### src/rtl/regacc_pkg.sv
package regacc_pkg;

    localparam int WORD_W  = 32;
    localparam int HALF_W  = 16;
    localparam int MDEV_W  = 5;
    localparam int MREG_W  = 5;
    localparam int SUB_W   = 3;
    localparam int PAGE_W  = 9;

    localparam logic [MDEV_W-1:0] PAGE_DEV      = 5'h18;
    localparam logic [MREG_W-1:0] PAGE_REG      = 5'h00;
    localparam logic [MDEV_W-1:0] DATA_DEV_BASE = 5'h10;
    localparam logic [MREG_W-1:0] REG_EVEN_MASK = 5'h1E;

    // Address bits consumed after the initial shift by one
    localparam int SUB_LSB  = MREG_W;
    localparam int PAGE_LSB = MREG_W + SUB_W;
    localparam int USED_MSB = 1 + PAGE_LSB + PAGE_W - 1;

    typedef enum logic [1:0] {
        OP_READ  = 2'd0,
        OP_WRITE = 2'd1,
        OP_RMW   = 2'd2,
        OP_RSVD  = 2'd3
    } op_e;

    typedef enum logic [2:0] {
        S_IDLE,
        S_PAGE,
        S_SETTLE,
        S_RD_LO,
        S_RD_HI,
        S_WR_LO,
        S_WR_HI
    } seq_state_e;

    typedef struct packed {
        logic [PAGE_W-1:0] page;
        logic [MDEV_W-1:0] dev;
        logic [MREG_W-1:0] reg_lo;
    } mgmt_loc_t;

    typedef struct packed {
        op_e               op;
        logic [WORD_W-1:0] wdata;
        logic [WORD_W-1:0] mask;
    } host_cmd_t;

    function automatic int settle_cycles(input int clk_hz, input int settle_us);
        longint prod;
        longint cyc;
        prod = longint'(clk_hz) * longint'(settle_us);
        cyc  = (prod + 64'd999_999) / 64'd1_000_000;
        if (cyc < 1) cyc = 1;
        return int'(cyc);
    endfunction

    function automatic logic [WORD_W-1:0] merge_bits(input logic [WORD_W-1:0] old_v,
                                                     input logic [WORD_W-1:0] mask_v,
                                                     input logic [WORD_W-1:0] set_v);
        return (old_v & ~mask_v) | set_v;
    endfunction

endpackage

### src/rtl/regacc_addr_map.sv
module regacc_addr_map
    import regacc_pkg::*;
#(
    parameter int ADDR_W = 32
) (
    input  logic [ADDR_W-1:0] addr,
    output mgmt_loc_t         loc
);
    logic [ADDR_W-1:0] shifted;
    logic              unused_bits;

    assign shifted     = addr >> 1;
    assign loc.reg_lo  = shifted[MREG_W-1:0] & REG_EVEN_MASK;
    assign loc.dev     = DATA_DEV_BASE | {{(MDEV_W-SUB_W){1'b0}}, shifted[SUB_LSB +: SUB_W]};
    assign loc.page    = shifted[PAGE_LSB +: PAGE_W];
    assign unused_bits = ^{addr[0], addr[ADDR_W-1:USED_MSB+1]};

endmodule

### src/rtl/regacc_settle_timer.sv
module regacc_settle_timer #(
    parameter int CYC = 250
) (
    input  logic clk,
    input  logic rst,
    input  logic load,
    output logic expired
);
    localparam int CNT_W = (CYC < 2) ? 1 : $clog2(CYC + 1);
    localparam logic [CNT_W-1:0] RELOAD = CNT_W'(CYC - 1);

    logic [CNT_W-1:0] cnt_q;

    always_ff @(posedge clk) begin
        if (rst) begin
            cnt_q <= '0;
        end else if (load) begin
            cnt_q <= RELOAD;
        end else if (cnt_q != '0) begin
            cnt_q <= cnt_q - 1'b1;
        end
    end

    assign expired = (cnt_q == '0);

endmodule

### src/rtl/regacc_seq.sv
module regacc_seq
    import regacc_pkg::*;
#(
    parameter int SETTLE_CYC = 250
) (
    input  logic              clk,
    input  logic              rst,
    input  logic              start,
    input  host_cmd_t         cmd_in,
    input  mgmt_loc_t         loc_in,
    output logic              busy,
    output logic              done,
    output logic [WORD_W-1:0] rdata,
    output logic              mg_req,
    output logic              mg_write,
    output logic [MDEV_W-1:0] mg_phy,
    output logic [MREG_W-1:0] mg_reg,
    output logic [HALF_W-1:0] mg_wdata,
    input  logic              mg_ack,
    input  logic [HALF_W-1:0] mg_rdata
);
    seq_state_e        state_q;
    host_cmd_t         cmd_q;
    mgmt_loc_t         loc_q;
    logic [HALF_W-1:0] lo_q;
    logic [WORD_W-1:0] wr_val_q;
    logic [WORD_W-1:0] res_q;
    logic              done_q;
    logic              settle_load;
    logic              settle_done;
    logic [MREG_W-1:0] reg_hi;

    assign settle_load = (state_q == S_PAGE) && mg_ack;
    assign reg_hi      = {loc_q.reg_lo[MREG_W-1:1], 1'b1};

    regacc_settle_timer #(.CYC(SETTLE_CYC)) u_timer (
        .clk     (clk),
        .rst     (rst),
        .load    (settle_load),
        .expired (settle_done)
    );

    always_ff @(posedge clk) begin
        if (rst) begin
            state_q  <= S_IDLE;
            cmd_q    <= '0;
            loc_q    <= '0;
            lo_q     <= '0;
            wr_val_q <= '0;
            res_q    <= '0;
            done_q   <= 1'b0;
        end else begin
            done_q <= 1'b0;
            unique case (state_q)
                S_IDLE: begin
                    if (start) begin
                        cmd_q    <= cmd_in;
                        loc_q    <= loc_in;
                        wr_val_q <= cmd_in.wdata;
                        state_q  <= S_PAGE;
                    end
                end
                S_PAGE: begin
                    if (mg_ack) state_q <= S_SETTLE;
                end
                S_SETTLE: begin
                    if (settle_done) begin
                        state_q <= (cmd_q.op == OP_WRITE) ? S_WR_LO : S_RD_LO;
                    end
                end
                S_RD_LO: begin
                    if (mg_ack) begin
                        lo_q    <= mg_rdata;
                        state_q <= S_RD_HI;
                    end
                end
                S_RD_HI: begin
                    if (mg_ack) begin
                        if (cmd_q.op == OP_RMW) begin
                            wr_val_q <= merge_bits({mg_rdata, lo_q}, cmd_q.mask, cmd_q.wdata);
                            state_q  <= S_WR_LO;
                        end else begin
                            res_q   <= {mg_rdata, lo_q};
                            done_q  <= 1'b1;
                            state_q <= S_IDLE;
                        end
                    end
                end
                S_WR_LO: begin
                    if (mg_ack) state_q <= S_WR_HI;
                end
                S_WR_HI: begin
                    if (mg_ack) begin
                        res_q   <= wr_val_q;
                        done_q  <= 1'b1;
                        state_q <= S_IDLE;
                    end
                end
                default: state_q <= S_IDLE;
            endcase
        end
    end

    always_comb begin
        mg_req   = 1'b0;
        mg_write = 1'b0;
        mg_phy   = loc_q.dev;
        mg_reg   = loc_q.reg_lo;
        mg_wdata = '0;
        unique case (state_q)
            S_PAGE: begin
                mg_req   = 1'b1;
                mg_write = 1'b1;
                mg_phy   = PAGE_DEV;
                mg_reg   = PAGE_REG;
                mg_wdata = {{(HALF_W-PAGE_W){1'b0}}, loc_q.page};
            end
            S_RD_LO: mg_req = 1'b1;
            S_RD_HI: begin
                mg_req = 1'b1;
                mg_reg = reg_hi;
            end
            S_WR_LO: begin
                mg_req   = 1'b1;
                mg_write = 1'b1;
                mg_wdata = wr_val_q[HALF_W-1:0];
            end
            S_WR_HI: begin
                mg_req   = 1'b1;
                mg_write = 1'b1;
                mg_reg   = reg_hi;
                mg_wdata = wr_val_q[WORD_W-1:HALF_W];
            end
            default: ;
        endcase
    end

    assign busy  = (state_q != S_IDLE);
    assign done  = done_q;
    assign rdata = res_q;

    AST_START_IGNORED: assert property (@(posedge clk) disable iff (rst)
        (busy && start) |=> ($stable(cmd_q) && $stable(loc_q)));

    AST_DONE_PULSE: assert property (@(posedge clk) disable iff (rst)
        done |=> !done);

    AST_RMW_NO_REPAGE: assert property (@(posedge clk) disable iff (rst)
        (state_q == S_WR_LO && cmd_q.op == OP_RMW) |-> (mg_phy != PAGE_DEV));

endmodule

### src/rtl/paged_reg_engine.sv
module paged_reg_engine
    import regacc_pkg::*;
#(
    parameter int CLK_HZ    = 50_000_000,
    parameter int SETTLE_US = 5,
    parameter int ADDR_W    = 32
) (
    input  logic              clk,
    input  logic              rst,
    input  logic              start,
    input  logic [1:0]        op,
    input  logic [ADDR_W-1:0] addr,
    input  logic [WORD_W-1:0] wdata,
    input  logic [WORD_W-1:0] mask,
    output logic              busy,
    output logic              done,
    output logic [WORD_W-1:0] rdata,
    output logic              mg_req,
    output logic              mg_write,
    output logic [MDEV_W-1:0] mg_phy,
    output logic [MREG_W-1:0] mg_reg,
    output logic [HALF_W-1:0] mg_wdata,
    input  logic              mg_ack,
    input  logic [HALF_W-1:0] mg_rdata
);
    localparam int SETTLE_CYC = settle_cycles(CLK_HZ, SETTLE_US);
    localparam int GAP_W      = $clog2(SETTLE_CYC + 2);

    mgmt_loc_t loc;
    host_cmd_t cmd;

    assign cmd.op    = op_e'(op);
    assign cmd.wdata = wdata;
    assign cmd.mask  = mask;

    regacc_addr_map #(.ADDR_W(ADDR_W)) u_map (
        .addr (addr),
        .loc  (loc)
    );

    regacc_seq #(.SETTLE_CYC(SETTLE_CYC)) u_seq (
        .clk      (clk),
        .rst      (rst),
        .start    (start),
        .cmd_in   (cmd),
        .loc_in   (loc),
        .busy     (busy),
        .done     (done),
        .rdata    (rdata),
        .mg_req   (mg_req),
        .mg_write (mg_write),
        .mg_phy   (mg_phy),
        .mg_reg   (mg_reg),
        .mg_wdata (mg_wdata),
        .mg_ack   (mg_ack),
        .mg_rdata (mg_rdata)
    );

    // Cycles since the last acknowledged page write, saturating at the settle length
    logic [GAP_W-1:0] since_page_q;

    always_ff @(posedge clk) begin
        if (rst) begin
            since_page_q <= '0;
        end else if (mg_req && mg_ack && mg_phy == PAGE_DEV) begin
            since_page_q <= '0;
        end else if (since_page_q != GAP_W'(SETTLE_CYC)) begin
            since_page_q <= since_page_q + 1'b1;
        end
    end

    AST_SETTLE_GAP: assert property (@(posedge clk) disable iff (rst)
        (mg_req && mg_phy != PAGE_DEV) |-> (since_page_q == GAP_W'(SETTLE_CYC)));

    AST_DATA_DEV_RANGE: assert property (@(posedge clk) disable iff (rst)
        (mg_req && mg_phy != PAGE_DEV) |-> (mg_phy[4:3] == 2'b10));

    AST_REQ_HOLD: assert property (@(posedge clk) disable iff (rst)
        (mg_req && !mg_ack) |=> (mg_req && $stable(mg_phy) && $stable(mg_reg)
                                 && $stable(mg_write) && $stable(mg_wdata)));

    AST_IDLE_QUIET: assert property (@(posedge clk) disable iff (rst)
        !busy |-> !mg_req);

    AST_PAGE_FIELDS: assert property (@(posedge clk) disable iff (rst)
        (mg_req && mg_phy == PAGE_DEV) |-> (mg_write && mg_reg == PAGE_REG));

endmodule

### config.mk
export PLATFORM = sky130hd
export DESIGN_NAME = paged_reg_engine
export DESIGN_NICKNAME = d
export VERILOG_FILES = /design/src/rtl/regacc_pkg.sv /design/src/rtl/regacc_addr_map.sv /design/src/rtl/regacc_settle_timer.sv /design/src/rtl/regacc_seq.sv /design/src/rtl/paged_reg_engine.sv
export SDC_FILE = /design/constraint.sdc
export NUM_CORES = 1
export LEC_CHECK = 0
export BUFFER_PORTS_ARGS = -buffer_cell sky130_fd_sc_hd__buf_4
export CORE_MARGIN = 10
export CORE_UTILIZATION = 54
export DETAILED_ROUTE_END_ITERATION = 6
export PLACE_DENSITY_LB_ADDON = 0.3
export SKIP_LAST_GASP = 1
export SYNTH_ARGS = -nofsm -noshare
export SYNTH_HDL_FRONTEND = slang
export SYNTH_SLANG_ARGS = --single-unit
### constraint.sdc
create_clock -name clk -period 2.4 [get_ports clk]
set_input_delay 0.72 -clock clk [delete_from_list [all_inputs] [get_ports clk]]
set_output_delay 0.72 -clock clk [all_outputs]
set_load 0.01 [all_outputs]
# Word-level counts from Yosys, hierarchy flattened
# Index checks and enable logic that the tools add are counted.
[op_classes]
add_sub_neg = 1
n_reduce_logical = 17
n_bitwise = 3
n_eq_ne = 17
muxes = 29
[op_table]
columns = ["op", "count"]
rows = [
  ["two-way mux 32 bit", 6],
  ["case mux 32 bit (2 select lines)", 2],
  ["case mux 16 bit (3 select lines)", 1],
  ["bitwise AND 32 bit", 1],
  ["inverter 32 bit", 1],
  ["OR 32 bit", 1],
  ["two-way mux 3 bit", 9],
  ["case mux 3 bit (7 select lines)", 1],
  ["two-way mux 8 bit", 2],
  ["inequality test 2 bit (second input constant)", 7],
  ["case mux 5 bit (2 select lines)", 1],
  ["equality test 3 bit (second input constant)", 3],
  ["zero test 8 bit", 1],
  ["AND reduction 4 bit", 2],
  ["nonzero test 8 bit", 1],
  ["subtractor 8 x 1 -> 8 bit (second input constant)", 1],
  ["AND reduction 7 bit", 1],
  ["equality test 3 x 2 -> 1 bit (second input constant)", 2],
  ["nonzero test 2 bit", 3],
  ["two-way mux 1 bit", 5],
  ["two-way mux 5 bit", 1],
  ["OR reduction 5 bit", 1],
  ["inequality test 2 x 1 -> 1 bit (second input constant)", 2],
  ["AND reduction 2 bit", 2],
  ["other kinds (9)", 10],
]
[word_totals]
output_inout_bits = 62
reg_bits = 175
word_cells = 80

# Logic depth before layout (Yosys ltp)
[logic_depth]
ltp_word = 6
ltp_mapped = 8

# By module
# Synthesis repeated with hierarchy kept, for this count alone.
[unflattened]
hier_cells = 980
area_unflattened_um2 = 7646.1
[modules_own_cells]
columns = ["mod", "instances", "area_per_inst_um2", "cells_each"]
rows = [
  ["regacc_seq", 1, 7070.5, 913],
  ["regacc_settle_timer", 1, 425.4, 46],
  ["regacc_addr_map", 1, 150.1, 21],
]

# Worst setup path after synthesis
# Ideal clock, no wire load.
[synth_timing]
path_kind = "flip-flop to output port"
from = "register u_seq.state_q[0]"
to = "output mg_wdata[1]"
setup_slack_ns = 0.028
arrival_ns = 1.652
stages_incl_launch_ff = 8
cell_sequence = "dfxtp_1 > buf_2 > nor2b_1 > buf_2 > nor2b_1 > clkbuf_1 > buf_2 > a22o_1"
[synth_via]
elab_chain_cells = 2
word_cells_on_any_way = 4
classes_between = "eq/ne (3); mux (1)"
[synth_rtl]
columns = ["item", "line", "source"]
rows = [
  ["start, declared", "regacc_seq.sv:22", "seq_state_e state_q;"],
  ["start signal, assigned", "regacc_seq.sv:68", "state_q <= (cmd_q.op == OP_WRITE) ? S_WR_LO : S_RD_LO;"],
  ["equality test 3 bit or equality test 3 x 1 -> 1 bit (tied branches)", "regacc_seq.sv:110", "unique case (state_q)"],
  ["case mux 16 bit (3 select lines) (*)", "regacc_seq.sv:110", ""],
  ["end, declared", "paged_reg_engine.sv:22", "output logic [HALF_W-1:0] mg_wdata,"],
]
# Every way passes the cells marked *; elsewhere a longest branch is shown, timed or not.

# Worst setup path after layout
[layout_timing]
from = "register u_seq.state_q[1]"
to = "output mg_wdata[5]"
# Same word-level chain as after synthesis.

==> results.sh <==
export IMPL_status="complete, but fails checks"
export IMPL_violations="setup timing"
export IMPL_holdPathEnd="u_seq.loc_q[6]"
export IMPL_clk_pin_slew_ns=0.07
export IMPL_powerDensity_nw_per_um2=917.6
export IMPL_die_area_um2=19360
export IMPL_antenna_left=0
export IMPL_cpMostUsedCell="a22o_1"
export IMPL_fin_area_um2=9981
export IMPL_switching_power_uw=3010
export IMPL_maxSlewHeadroom=0.6384
export IMPL_rsz0062_at_grt="yes"
export IMPL_finClkSkew_ns=0.01070
export IMPL_synth_ff_type="dfxtp_1"
export IMPL_cts_buffers=17
export IMPL_synth_area_per_cell_um2=7.651
export IMPL_p_total_uw=9159
export IMPL_cts_tree="done"
export IMPL_tightest_slew_ns=0.5383
export IMPL_p_comb_frac=0.286
export IMPL_critPathKind="reg -> out"
export IMPL_hold_viol_final=0
export IMPL_num_rows=43
export IMPL_crit_chain="nor2b_4 > buf_12 > a22o_1 > a22o_1 > buf_4"
export IMPL_p_leak_uw=0.003880
export IMPL_synth_area_um2=7666
export IMPL_nets=1249
export IMPL_crit_arrival_ns=1.74
export IMPL_path_max_fanout=7
export IMPL_async_flop_share=0
export IMPL_finalCritPeriodShare=1.026
export IMPL_core_um2=13880
export IMPL_drive_above_1_share=0.2222
export IMPL_grt_total_usage=0.2459
export IMPL_grt_pass1_vias=7048
export IMPL_whs_ns=0.4514
export IMPL_cpPeakStageDelay_ns=0.40
export IMPL_start_util=0.5523
export IMPL_yosys_top_cells_count="235 x nand2_1, 175 x dfxtp_1, 135 x a21oi_1"
export IMPL_r2r_setup_slack_ns=0.37
export IMPL_min_from="u_seq.loc_q[6]"
export IMPL_pwr_share_clk=0.313
export IMPL_ys_top_cells_by_area="dfxtp_1 46%, nand2_1 12%, a21oi_1 8.8%, nor2b_1 4.6%, a311oi_1 3.7%"
export IMPL_power_internal_uw=6149
export IMPL_routedWlPerCell_um=19.35
export IMPL_synthDistinctLibCells=46
export IMPL_worstRegToRegCells=6
export IMPL_drtIter0Drc=980
export IMPL_r2r_start="u_seq.state_q[0]"
export IMPL_yosysTopAreaCell="dfxtp_1"
export IMPL_synth_most_common_cell="nand2_1"
export IMPL_boundaryPins=180
export IMPL_syn_to_final_growth_pct=30.19
export IMPL_drc=0
export IMPL_clk_latency_ns=0.43
export IMPL_min_period_ns=2.462
export IMPL_maxCapViolations=0
export IMPL_crit_required_ns=1.68
export IMPL_die_h_um=139.2
export IMPL_startpoint_type="flip-flop"
export IMPL_reg2reg_to="u_seq.wr_val_q[3]"
export IMPL_crit_slowest_cell="dfxtp_4"
export IMPL_antenna_found_initial=1
export IMPL_wl_mm=25.61
export IMPL_fmax_mhz=406.2
export IMPL_synth_warnings=0
export IMPL_die_w_um=139.2
export IMPL_firstDrtPassIters=5
export IMPL_drv_slew=0
export IMPL_grt_pass1_wl_mm=39.11
export IMPL_ys_ff_latch=175
export IMPL_grt_overflow=0
export IMPL_final_setup_viol_count=19
export IMPL_vias=7853
export IMPL_via_per_inst=5.931
export IMPL_cts_root_buffer="clkbuf_16"
export IMPL_cts_htree_levels=4
export IMPL_hold_depth=2
export IMPL_final_setup_worst_slack_ns=-0.06161
export IMPL_ys_seq_area_frac=0.4570
export IMPL_syn_inst=1002
export IMPL_dp_hpwl_mm=16.50
export IMPL_place_congestion=0.8974
export IMPL_swShare=0.3286
export IMPL_synth_top_area_share=0.4570
export IMPL_p_seq_frac=0.401
export IMPL_vdd_ir_drop_max_mv=0.5910
export IMPL_port_buffers=163
export IMPL_ctsHoldBuffers=0
export IMPL_synth_edf_count=0
export IMPL_dpl_cell_area_um2=9071
export IMPL_hold_class="reg -> reg"
export IMPL_cts_sinks=175
export IMPL_crit_path_end_kind="primary output"
export IMPL_grt_max_degree=85
export IMPL_clock_path_buffers=2
export IMPL_syn_nets=1121
area by class of cell:
cell class / count / area (um^2)
flip-flops and latches: 175 / 3512
repair buffers: 200 / 1743
diodes: 1 / 2.502
well taps: 180 / 225.2
multi-input cells: 734 / 3880
inverters: 2 / 7.507
clock inverters: 14 / 181.4
clock buffers: 18 / 429.2
fillers: 1069 / 3900
cell families after synthesis:
family                   share of synthesized area
flip-flops                                  0.4570
buffers and inverters                      0.04815
adder cells (fa/ha/maj)                   0.001632
XOR/XNOR                                  0.001143
multiplexers                              0.004080
AND/OR/NAND/NOR                             0.3008
AO/OA/AOI/OAI                               0.1872
sequential cells by signal, summed over array words and instances, names as in the netlist:
register,cells
u_seq.wr_val_q,32
u_seq.state_q,3
u_seq.done,1
u_seq.rdata,32
u_seq.cmd_q,66
u_seq.u_timer.cnt_q,8
u_seq.loc_q,17
u_seq.lo_q,16
through the flow:
stage	instances	setup TNS, ns	util	setup WS (ns)
2_1_floorplan	1002	0	-	0.02836
3_3_place_gp	1278	0	0.6535	0.2318
3_5_place_dp	1278	0	0.6535	0.2248
4_1_cts	1315	-0.04235	0.7081	-0.01869
5_1_grt	1324	-1.326	0.7190	-0.08531
6_report	1324	-0.3569	0.7190	-0.06161
worst max-delay path: cells and delay by family, from the launching register on:
kind                   cells  cell delay [ns]
buffers and inverters      2             0.28
and+or+nand+nor            1             0.30
DFF                        1             0.40
AOI/OAI and AO/OA          2             0.33
routing by layer:
metal  GRT usage  wire length, um
met5           0                0
met4     0.07963              790
met2      0.3812            11880
met1      0.3253            10520
met3     0.06404             2425
cells in the final DEF (no fill, tap or decap), types with 12 or more instances in the layout:
master / count
clkbuf_16: 19
nand2_1: 235
a21oi_1: 135
nor2_1: 72
nand3_1: 36
nor3_1: 36
a311oi_1: 32
nor2b_1: 53
or4_1: 32
o21ai_0: 32
a22o_1: 14
dfxtp_1: 172
buf_4: 181
buf_12: 12
power by group through the flow:
stage	clock (uW)	sequential [uW]	combinational [uW]
global route	3020	3700	2860
CTS	2890	3640	2480
floorplan	0	3570	1530
detailed placement	0	3690	2290
finish	2870	3670	2620
global placement	0	3680	2240
worst max path at each step:
stage / to / cells past startpoint / startpoint
2_1_floorplan: mg_wdata[1] / 7 / u_seq.state_q[0]
3_3_place_gp: u_seq.state_q[2] / 6 / start
3_5_place_dp: u_seq.wr_val_q[21] / 6 / start
4_1_cts: mg_wdata[3] / 5 / u_seq.state_q[1]
5_1_grt: mg_wdata[2] / 5 / u_seq.state_q[1]
6_report: mg_wdata[5] / 5 / u_seq.state_q[1]
timing repair:
item | 4_1_cts | 5_1_grt
pin swaps | 2 | 2
gates cloned | 3 | 2
resized for setup | 15 | 7
setup buffers | 2 | 6
endpoints found under the setup margin | 18 | 24
Power figures use the tool's default switching activity.
